==> src/rtl/pba_pkg.sv <==
package pba_pkg;
  localparam int NREQ = 4;
  localparam int IDW  = 2;

  typedef logic [IDW-1:0] mid_t;
  typedef logic [NREQ-1:0][IDW-1:0] rank_t;

  localparam mid_t MID_CPU = 2'd0;
  localparam mid_t MID_USB = 2'd1;
  localparam mid_t MID_DMA = 2'd2;
  localparam mid_t MID_DBG = 2'd3;

  // A value is accepted when it sets no bit outside the promotion mask.
  function automatic logic cfg_is_legal(input logic [15:0] v, input logic [15:0] mask);
    return (v & ~mask) == 16'h0000;
  endfunction

  // Slot 0 is the highest priority. Promoted peripherals come first, in base order.
  function automatic rank_t build_rank(input logic up_usb, input logic up_dma);
    rank_t r;
    int k;
    r = '0;
    k = 0;
    if (up_usb) begin r[k] = MID_USB; k++; end
    if (up_dma) begin r[k] = MID_DMA; k++; end
    r[k] = MID_CPU; k++;
    if (!up_usb) begin r[k] = MID_USB; k++; end
    if (!up_dma) begin r[k] = MID_DMA; k++; end
    r[k] = MID_DBG;
    return r;
  endfunction
endpackage

==> src/rtl/pba_prio_reg.sv <==
module pba_prio_reg #(
  parameter int CFG_W   = 16,
  parameter int USB_BIT = 3,
  parameter int DMA_BIT = 5
) (
  input  logic             clk,
  input  logic             rst_n,
  input  logic             we,
  input  logic [CFG_W-1:0] wdata,
  output logic [CFG_W-1:0] q,
  output logic             wr_accept,
  output logic             promote_usb,
  output logic             promote_dma
);
  import pba_pkg::*;

  localparam logic [15:0] PROMO_MASK = 16'((1 << USB_BIT) | (1 << DMA_BIT));

  assign wr_accept = we && cfg_is_legal(16'(wdata), PROMO_MASK);

  always_ff @(posedge clk or negedge rst_n) begin
    if (!rst_n)         q <= '0;
    else if (wr_accept) q <= wdata;
  end

  assign promote_usb = q[USB_BIT];
  assign promote_dma = q[DMA_BIT];
endmodule

==> src/rtl/pba_rank_map.sv <==
module pba_rank_map (
  input  logic            promote_usb,
  input  logic            promote_dma,
  output pba_pkg::rank_t  rank
);
  import pba_pkg::*;
  always_comb rank = build_rank(promote_usb, promote_dma);
endmodule

==> src/rtl/pba_pick.sv <==
module pba_pick (
  input  logic [pba_pkg::NREQ-1:0] req,
  input  pba_pkg::rank_t           rank,
  output logic [pba_pkg::NREQ-1:0] win
);
  import pba_pkg::*;
  // Walk from lowest to highest slot; a higher slot overrides.
  always_comb begin
    win = '0;
    for (int s = NREQ - 1; s >= 0; s--) begin
      if (req[rank[s]]) begin
        win = '0;
        win[rank[s]] = 1'b1;
      end
    end
  end
endmodule

==> src/rtl/prio_bus_arbiter.sv <==
module prio_bus_arbiter #(
  parameter int CFG_W   = 16,
  parameter int USB_BIT = 3,
  parameter int DMA_BIT = 5
) (
  input  logic             clk,
  input  logic             rst_n,
  input  logic [3:0]       req,
  output logic [3:0]       grant,
  output logic [3:0]       stall,
  input  logic             cfg_we,
  input  logic [CFG_W-1:0] cfg_wdata,
  output logic [CFG_W-1:0] cfg_rdata
);
  import pba_pkg::*;

  logic           promote_usb, promote_dma, wr_accept;
  rank_t          rank;
  logic [NREQ-1:0] win, owner_q, held;
  logic           bus_busy, decide;

  pba_prio_reg #(.CFG_W(CFG_W), .USB_BIT(USB_BIT), .DMA_BIT(DMA_BIT)) u_reg (
    .clk(clk), .rst_n(rst_n), .we(cfg_we), .wdata(cfg_wdata), .q(cfg_rdata),
    .wr_accept(wr_accept), .promote_usb(promote_usb), .promote_dma(promote_dma));

  pba_rank_map u_map (.promote_usb(promote_usb), .promote_dma(promote_dma), .rank(rank));

  pba_pick u_pick (.req(req), .rank(rank), .win(win));

  // Current holder keeps the bus while it still requests.
  assign held     = owner_q & req;
  assign bus_busy = |held;
  assign decide   = !bus_busy && (|req);
  assign grant    = bus_busy ? held : win;
  assign stall    = req & ~grant;

  always_ff @(posedge clk or negedge rst_n) begin
    if (!rst_n) owner_q <= '0;
    else        owner_q <= grant;
  end
endmodule

==> config.mk <==
export PLATFORM = sky130hd
export DESIGN_NAME = prio_bus_arbiter
export DESIGN_NICKNAME = d
export VERILOG_FILES = /design/src/rtl/pba_pkg.sv /design/src/rtl/pba_prio_reg.sv /design/src/rtl/pba_rank_map.sv /design/src/rtl/pba_pick.sv /design/src/rtl/prio_bus_arbiter.sv
export SDC_FILE = /design/constraint.sdc
export NUM_CORES = 1
export LEC_CHECK = 0
export ABC_CLOCK_PERIOD_IN_PS = 10450
export CAP_MARGIN = 5
export CORE_ASPECT_RATIO = 0.6
export CORE_MARGIN = 3
export CORE_UTILIZATION = 40
export CTS_BUF_LIST = sky130_fd_sc_hd__clkbuf_4
export CTS_CLUSTER_SIZE = 25
export DETAILED_ROUTE_END_ITERATION = 16
export PLACE_DENSITY = 0.65
export SETUP_SLACK_MARGIN = 0.2
export SYNTH_ARGS = -nofsm -noshare
export SYNTH_HDL_FRONTEND = slang
export SYNTH_HIERARCHICAL = 1
export SYNTH_SLANG_ARGS = --single-unit
==> constraint.sdc <==
create_clock -name clk -period 10.45 [get_ports clk]
set_input_delay 1.045 -clock clk [delete_from_list [all_inputs] [get_ports clk]]
set_output_delay 1.045 -clock clk [all_outputs]
set_load 0.05 [all_outputs]
==> results of run 1 <==
power groups by stage:
stage	Sequential (mW)	Clock [mW]	Combinational (mW)
6_report	0.0809	0.0613	0.0433
3_3_place_gp	0.0822	0	0.0427
5_1_grt	0.0812	0.0685	0.0461
4_1_cts	0.0809	0.0643	0.0437
3_5_place_dp	0.0824	0	0.0434
2_1_floorplan	0.0820	0	0.0226
flip-flops by register name, indices dropped and copies added, names as in the netlist:
signal / flops
owner_q: 4
u_reg/q: 16
through the flow:
| stage | cells | setup WS, ps | total power, mW |
|---|---|---|---|
| 4_1_cts | 246 | 3690 | 0.189 |
| 3_3_place_gp | 242 | 4290 | 0.125 |
| 3_5_place_dp | 242 | 4090 | 0.126 |
| 6_report | 246 | 3680 | 0.185 |
| 2_1_floorplan | 158 | 4790 | 0.105 |
| 5_1_grt | 246 | 3280 | 0.196 |
cell type report:
| type | instances | area [µm²] |
|---|---|---|
| repair buffers | 46 | 460 |
| clock inverters | 1 | 30.0 |
| well taps | 47 | 58.8 |
| multi-input cells | 118 | 1000 |
| flip-flops and latches | 20 | 500 |
| inverters | 11 | 41.3 |
| fillers | 329 | 1670 |
| clock buffers | 3 | 22.5 |
cells in the final DEF (no fill, tap or decap), types with 3 or more instances in the layout:
| cell type | count |
|---|---|
| nand2b_1 | 4 |
| mux2i_1 | 4 |
| clkdlybuf4s50_1 | 46 |
| nor4_4 | 3 |
| dfrtp_1 | 20 |
| nor2_1 | 6 |
| and2_4 | 6 |
| nand2_1 | 10 |
| nor3_1 | 4 |
| and2_1 | 3 |
| a32o_2 | 3 |
| nor2b_1 | 3 |
| o21ai_0 | 6 |
| nor3b_1 | 3 |
| a311oi_1 | 4 |
| inv_1 | 11 |
| a21oi_1 | 5 |
| nand3_1 | 3 |
| clkbuf_4 | 3 |
| and2_2 | 5 |
| ha_1 | 7 |
worst min-delay path by stage:
stage	from	endpoint	slack, ps	cells after the start
final	u_reg/q[12]	u_reg/q[12]	510	1
after global routing	u_reg/q[4]	u_reg/q[4]	530	1
after CTS	u_reg/q[12]	u_reg/q[12]	510	1
after detailed placement	u_reg/q[11]	u_reg/q[11]	470	1
after global placement	u_reg/q[11]	u_reg/q[11]	470	1
after floorplan	u_reg/q[5]	u_reg/q[5]	580	1
worst max-delay path: stages, from the launching register on:
cell and delay, ps:
dfrtp_1 720, inv_1 170, ha_1 510, xnor2_2 290
inv_1 100, ha_1 190, nor2b_2 170, and3_4 190
a2111oi_4 400, a21oi_1 130, a21oi_1 510, mux2_2 430
a32oi_1 160, a2bb2oi_1 220, o21ai_1 130, a311oi_1 230
clkdlybuf4s50_1 860
routing by layer:
metal / share of wire / up-vias
li1: - / 666
met1: 0.49 / 663
met2: 0.45 / 42
met3: 0.057 / 0
met4: 0 / 0
met5: 0 / -
==> run metrics, run 1 <==
final hold violation count=0; CTS Buf Count=3; RSZ-0062 raised after global routing=false; setup TNS=0 ps; Worst setup EP type=output port; reg2reg start=u_reg/q[3]; post_cts resized=0; # setup viols final=0; Crit Path Class=flip-flop to output port; pwr/cell area=a little under 90 mW/mm²; switch share=0.263; Layout area overhead=30.8%; Max Cap Viol=0; Clock Sinks=20; Worst setup startpoint=u_reg/q[3]; die height=around 55 µm; fin. max-slew vios=0; number of port buffers=46; Critical Path AT=between 5000 and 6000 ps; Cells after Synth=158; power share of the clock group=0.331; vias in the first global route=~1,300; Remaining DRCs=0; DR pass1 iterations=6; wire length of the first global-routing pass=between 6 and 7 mm; Tcrit/Tclk final=0.647; global-route track usage on met1=0.243; drt initial violations=around 110; Setup Skew=around 10 ps; clock tree buffer depth=2; Crit path required time=around 9400 ps; root buf cell=clkbuf_4; Max rail drop VDD=0.0877 mV; CP endpoint=stall[2]; clk slew on worst S/H paths=~110 ps; ant diodes=0; post-CTS setup buffers=0; Max Freq=between 100 and 150 MHz; mean post-synth cell area=slightly above 10 µm²; WL/cell=around 15 µm; GPL Wtd Cong=just over 0.8; fraction of layout cells with a size suffix above 1=0.176; min Tclk post-route=around 6800 ps; Post-CTS Hold Buffers=0; initial antenna violation count=0; initial core utilization=0.428; Die Area=0.00487 mm²; CTS H-tree lvls=1; WL final=3.75 mm; vias per cell=around 5.6; Synth Warn #=6; setup slack, reg-to-reg=5740 ps; crit-path max FO=17; GRT Max-Usage Layer=met1; GR Overflow Total=0; crit path launch type=flip-flop; relative slew slack=0.441; static leakage=about 0.86 nW; Worst Max-Slew Pin Slew=approximately 840 ps; net switching power=between 40 and 50 µW; Hold Worst Slack=~510 ps; Reg power frac=0.436; fin nets=between 200 and 250; HP Class=flip-flop to flip-flop; Routed Antenna Nets=0; Util after Layout=0.559; Logic pwr share=0.233; Mapped Nets=between 150 and 200; FF-to-FF End=owner_q[2]; Post-Syn Area=roughly 0.0016 mm²; via count of the routed design=between 1,000 and 1,500; Core Region=~0.0038 mm²; largest net degree at the start of global routing=21; CTS tree=built; Die X=slightly below 90 µm; I/O Pins=47; Placed Area=0.00207 mm²; depth of the worst register-to-register path=15; status=finished, final reports clean; final instance area=approximately 0.0021 mm²; routing usage on met2=0.240; Global Route met3 Usage=0.0373; Final HPWL DP=2.92 mm; Std-Cell Rows=17; GRT Util Overall=0.162; Cell Int Power=approximately 140 µW; worst skew pair latency=300 ps
No activity file was read; power rests on OpenSTA's default activity.
==> run 2: changes to the inputs <==
Settings changed: ABC_CLOCK_PERIOD_IN_PS 10450 to 5500, PLACE_DENSITY 0.65 to 0.68.
Clock period 10.45 ns to 5.5 ns, I/O delays scaled along.
==> run 2 against run 1 <==
Net effect: non-clock buffer count rose by 3; count of clock-buffer cells in the layout unchanged; clock skew fell by 6.0 ps; sequential share of layout area is 0.21 points lower; first-iteration DRC count is 5.4% lower; via count did not move; power rose by 64%; combinational power grew 100%; hold slack got worse by 6.7 ps; critical endpoint unchanged; largest cell class unchanged.
==> run metrics, run 2 (synthesis gave the netlist of run 1 again) <==
CTS Buf Count=3 (unchanged); largest net degree at the start of global routing=21 (unchanged); root buf cell=clkbuf_4 (unchanged); Final HPWL DP=3.06 mm (was 2.92 mm); Die Area=0.00487 mm² (unchanged); Largest regs=u_reg/q x16, owner_q x4 (unchanged); final hold violation count=0 (unchanged); Tcrit/Tclk final=0.899; initial antenna violation count=0 (unchanged); die height=55.3 µm (unchanged); clk slew on worst S/H paths=100 ps (was 110 ps); most common cell after layout, fill and taps aside=clkdlybuf4s50_1 (unchanged); Std-Cell Rows=17 (unchanged); WL/cell=15.5 µm (was 15.2 µm); Cell Int Power=214 µW (was 137 µW); Logic pwr share=0.284 (was 0.233); drt initial violations=105 (was 111); Max rail drop VDD=0.195 mV (was 0.0877 mV); GRT Util Overall=0.163 (was 0.162); switch share=0.297 (was 0.263); Max Freq=a little over 200 MHz; Remaining DRCs=0 (unchanged); dpl ws=550 ps (was 4090 ps); Post-Layout Cell Count=248 (was 246); number of flip-flops in the largest register=16 (unchanged); Clock Sinks=20 (unchanged); worst skew pair latency=290 ps (was 300 ps); I/O Pins=47 (unchanged); clock tree buffer depth=2 (unchanged); CTS tree=built (unchanged); RSZ-0062 raised after global routing=false (unchanged); power share of the clock group=0.211 (was 0.331); CTS H-tree lvls=1 (unchanged); sequential cell area=500 µm² (unchanged); critical path's slowest cell=a2111oi_4 (was clkdlybuf4s50_1); GPL Wtd Cong=0.869 (was 0.820); Reg power frac=0.505 (was 0.436); initial core utilization=0.428 (unchanged); setup TNS=0 ps (unchanged); static leakage=0.899 nW (was 0.865 nW); pwr/cell area=143 mW/mm² (was 87.6 mW/mm²); Setup Skew=4.34 ps (was 10.3 ps); net switching power=90.5 µW (was 48.8 µW); fin. max-slew vios=0 (unchanged); # setup viols final=0 (unchanged); Crit Path Class=flip-flop to output port (unchanged); DR pass1 iterations=4 (was 6); Routed Antenna Nets=0 (unchanged); wire length of the first global-routing pass=6.50 mm (was 6.42 mm); status=finished, final reports clean (unchanged); vias in the first global route=1,342 (was 1,332); crit path launch type=flip-flop (unchanged); WL final=3.85 mm (was 3.75 mm); Largest stage delay, worst path=430 ps (was 860 ps); ant diodes=0 (unchanged); Layout area overhead=32.0% (was 30.8%); Setup WS post-layout=554 ps (was 3680 ps); crit-path max FO=10 (was 17); Max Cap Viol=0 (unchanged); most frequent cells in the layout=38 x clkdlybuf4s50_1, 20 x dfrtp_1, 11 x inv_1 (was 46 x clkdlybuf4s50_1, 20 x dfrtp_1, 11 x inv_1); Post-CTS Hold Buffers=0 (unchanged); Core Region=0.00379 mm² (unchanged); vias per cell=5.53 (was 5.57); via count of the routed design=1,371 (unchanged); Critical Path AT=4400 ps (was 5720 ps); fin nets=233 (was 230); Util after Layout=0.564 (was 0.559); Worst Max-Slew Pin Slew=833 ps (was 836 ps); area taken by multi-input logic gates=0.00101 mm² (was 0.00100 mm²); fraction of layout cells with a size suffix above 1=0.229 (was 0.176); fill count=323 (was 329); DP Cell Count=245 (was 242); relative slew slack=0.443 (was 0.441); largest register by flop count=u_reg/q (unchanged); number of port buffers=46 (unchanged); min Tclk post-route=approximately 4900 ps; HP Class=flip-flop to flip-flop (unchanged); GR Overflow Total=0 (unchanged); Crit path required time=4950 ps (was 9410 ps); cell-by-cell listing of the critical path=inv_1, ha_1, xnor2_2, inv_1, ha_1, nor2b_2, and3_4, a2111oi_4, a21oi_1, a21oi_1, buf_4, mux2_2, a32oi_1, a2bb2oi_1, o21ai_1, a311oi_1, buf_12 (was inv_1, ha_1, xnor2_2, inv_1, ha_1, nor2b_2, and3_4, a2111oi_4, a21oi_1, a21oi_1, mux2_2, a32oi_1, a2bb2oi_1, o21ai_1, a311oi_1, clkdlybuf4s50_1); Worst setup EP type=output port (unchanged); post-CTS setup buffers=0 (unchanged); Die X=88.1 µm (unchanged)
## run 2: changes by cell type in the layout (fill, tap and decap cells not counted), sizes merged
cell	change
buf	+9
clkdlybuf4s50	-8
dlymetal6s2s	+1
bufinv	-1
clkbuf	+1
## run 2: area by class of cell
class,instances,share of cell area
multi-input cells,118,0.473
repair buffers,49,0.235
flip-flops and latches,20,0.234
well taps,47,0.0275
inverters,11,0.0193
clock buffers,3,0.0105
## run 2: worst paths after layout
| path | start | endpoint | slack [ps] | depth (start not counted) |
|---|---|---|---|---|
| setup / recovery | u_reg/q[5] | stall[2] | 550 | 17 |
| hold / removal | u_reg/q[12] | u_reg/q[12] | 500 | 1 |
| setup reg to reg | u_reg/q[5] | owner_q[1] | 1540 | 16 |
| hold reg to reg | u_reg/q[12] | u_reg/q[12] | 500 | 1 |
| max in group asynchronous | rst_n | u_reg/q[15] | 4250 | 1 |
| min in group asynchronous | rst_n | u_reg/q[9] | 730 | 1 |
## run 2: what timing repair did
| action | in CTS | in global routing |
|---|---|---|
| endpoints found under the hold margin | 0 | 0 |
| setup endpoints to repair | 1 | 5 |
| gates resized for setup | 1 | 6 |
## run 2: stage by stage
stage	hold WS, ps	power (mW)	cell area (µm²)
floorplan	254	0.199	1620
global placement	469	0.243	2110
detailed placement	476	0.245	2110
CTS	501	0.310	2130
global route	523	0.319	2140
finish	500	0.305	2140
## run 2: worst max-delay path, delay by kind of cell, from the launching register on
family | cells | cell delay (ps)
AOI/OAI and AO/OA | 7 | 1570
adders and majority gates | 2 | 600
buffers and inverters | 4 | 570
DFF | 1 | 380
muxes | 1 | 360
and+or+nand+nor | 2 | 330
xor gates and xnor gates | 1 | 290
## run 2: power groups by stage
stage / Sequential (mW) / Clock, mW / Combinational (mW)
after floorplan: 0.156 / 0 / 0.0430
after global placement: 0.156 / 0 / 0.0865
after detailed placement: 0.157 / 0 / 0.0878
after CTS: 0.154 / 0.0686 / 0.0874
after global routing: 0.154 / 0.0732 / 0.0919
final: 0.154 / 0.0643 / 0.0865
## run 2: metal layers
layer	vias to the layer above	GRT usage	part of all wire
li1	667	-	-
met1	658	0.246	0.48
met2	46	0.244	0.46
met3	0	0.0328	0.066
met4	0	0.0280	0
met5	-	0	0
==> run 3: changes to the inputs <==
Settings changed: PLACE_DENSITY 0.68 to 0.79.
==> run 3 against run 2 <==
Net effect: hold slack got worse by 1.8 ps; sequential share of layout area fell by 0.54 points; combinational power rose by 3.4%; die area did not move; largest cell class unchanged.
==> run metrics, run 3 (synthesis gave the netlist of run 1 again) <==
Util after Layout=0.578 (was 0.564); via count of the routed design=1,422 (was 1,371); Crit Path Class=flip-flop to output port (unchanged); CTS Buf Count=3 (unchanged); Die Area=0.00487 mm² (unchanged); most frequent cells in the layout=38 x clkdlybuf4s50_1, 20 x dfrtp_1, 11 x inv_1 (unchanged); Layout area overhead=35.1% (was 32.0%); Routed Antenna Nets=0 (unchanged); hold depth=1 (unchanged); depth of the worst register-to-register path=16 (unchanged); min Tclk post-route=5000 ps (was 4950 ps); fin. max-slew vios=0 (unchanged); Clock Sinks=20 (unchanged); worst skew pair latency=300 ps (was 290 ps); post-CTS setup buffers=0 (unchanged); Max Cap Viol=0 (unchanged); Crit path required time=4950 ps (about the same); # setup viols final=0 (unchanged); Logic pwr share=0.245 (was 0.284); Max Freq=200 MHz (was 202 MHz); Critical Path AT=4450 ps (was 4400 ps); Max rail drop VDD=0.173 mV (was 0.195 mV); fraction of layout cells with a size suffix above 1=0.238 (was 0.229); Largest regs=u_reg/q x16, owner_q x4 (unchanged); WL final=4.06 mm (was 3.85 mm); I/O Pins=47 (unchanged); Std-Cell Rows=17 (unchanged); clk slew on worst S/H paths=120 ps (was 100 ps); clock tree buffer depth=2 (unchanged); Reg power frac=0.423 (was 0.505); most common cell after layout, fill and taps aside=clkdlybuf4s50_1 (unchanged); static leakage=0.920 nW (was 0.899 nW); fin nets=233 (unchanged); WL/cell=16.3 µm (was 15.5 µm); Worst Max-Slew Pin Slew=905 ps (was 833 ps); pwr/cell area=167 mW/mm² (was 143 mW/mm²); status=finished, final reports clean (unchanged); relative slew slack=0.395 (was 0.443); number of flip-flops in the largest register=16 (unchanged); CTS tree=built (unchanged); wire length of the first global-routing pass=6.85 mm (was 6.50 mm); GRT Util Overall=0.176 (was 0.163); Die X=88.1 µm (unchanged); Remaining DRCs=0 (unchanged); root buf cell=clkbuf_4 (unchanged); Setup Skew=1.74 ps (was 4.34 ps); largest register by flop count=u_reg/q (unchanged); net switching power=100 µW (was 90.5 µW); initial antenna violation count=0 (unchanged); switch share=0.275 (was 0.297); CTS H-tree lvls=1 (unchanged); number of port buffers=46 (unchanged); fill count=329 (was 323); HP Class=flip-flop to flip-flop (unchanged); crit-path max FO=10 (unchanged); initial core utilization=0.428 (unchanged); ant diodes=0 (unchanged); GR Overflow Total=0 (unchanged); Worst setup EP type=output port (unchanged); Tcrit/Tclk final=0.909 (was 0.899); setup TNS=0 ps (unchanged); largest net degree at the start of global routing=21 (unchanged); crit path launch type=flip-flop (unchanged); power share of the clock group=0.332 (was 0.211); GPL Wtd Cong=0.806 (was 0.869); final hold violation count=0 (unchanged); die height=55.3 µm (unchanged); Cell Int Power=264 µW (was 214 µW); Core Region=0.00379 mm² (unchanged); vias per cell=5.71 (was 5.53); RSZ-0062 raised after global routing=false (unchanged); Final HPWL DP=3.00 mm (was 3.06 mm); vias in the first global route=1,414 (was 1,342); DR pass1 iterations=4 (unchanged); drt initial violations=94 (was 105)
[run 3: worst max-delay path, stage by stage, from the launching register on]
cell       delay, ps
dfrtp_1          400
inv_1            120
ha_2             370
xnor2_2          280
inv_1            100
ha_1             210
nor2b_2          170
and3_4           160
a2111oi_4        440
a21oi_1          120
a21oi_1          120
buf_4            170
mux2_2           370
a32oi_1          180
a2bb2oi_1        230
o21ai_1          120
a311oi_1         380
buf_12           190
[run 3: layer usage]
metal  track usage  up-vias  share of wire
met5             0        -              0
met4        0.0345        0         0.0032
met3        0.0611        2          0.099
met2         0.254       79           0.43
met1         0.257      673           0.47
li1              -      668              -
[run 3: per-stage QoR]
step	area (µm²)	total power, mW	worst slack [ps]	hold WS, ps	std cells
after detailed placement	2120	0.246	499	472	245
after floorplan	1620	0.199	334	254	158
after CTS	2180	0.369	212	509	249
after global routing	2190	0.381	241	537	249
after global placement	2120	0.245	612	468	245
final	2190	0.364	502	498	249
[run 3: repair_timing]
action,4_1_cts,5_1_grt
gates resized for setup,2,4
hold buffers,0,0
endpoints found under the setup margin,2,3
cloned,0,0
[run 3: worst paths after layout]
kind,startpoint,endpoint,slack [ps]
max,u_reg/q[3],stall[2],500
min,u_reg/q[10],u_reg/q[10],500
max reg2reg,u_reg/q[3],owner_q[3],1550
min reg2reg,u_reg/q[10],u_reg/q[10],500
max in group asynchronous,rst_n,owner_q[1],4210
min in group asynchronous,rst_n,u_reg/q[10],740
[run 3: power groups by stage]
stage / combinational [mW] / sequential (mW) / clock (mW)
2_1_floorplan: 0.0430 / 0.156 / 0
3_5_place_dp: 0.0896 / 0.157 / 0
3_3_place_gp: 0.0882 / 0.156 / 0
6_report: 0.0894 / 0.154 / 0.121
5_1_grt: 0.0943 / 0.155 / 0.131
4_1_cts: 0.0898 / 0.154 / 0.125
[run 3: final cells by class]
type / instances / area, µm² / share of cell area
Timing Repair Buffer: 49 / 519 / 0.237
Inverter: 11 / 41.3 / 0.0189
Clock inverter: 1 / 30.0 / 0.0137
Clock buffer: 3 / 22.5 / 0.0103
Sequential cell: 20 / 500 / 0.229
Tap cell: 47 / 58.8 / 0.0269
Multi-Input combinational cell: 118 / 1010 / 0.464
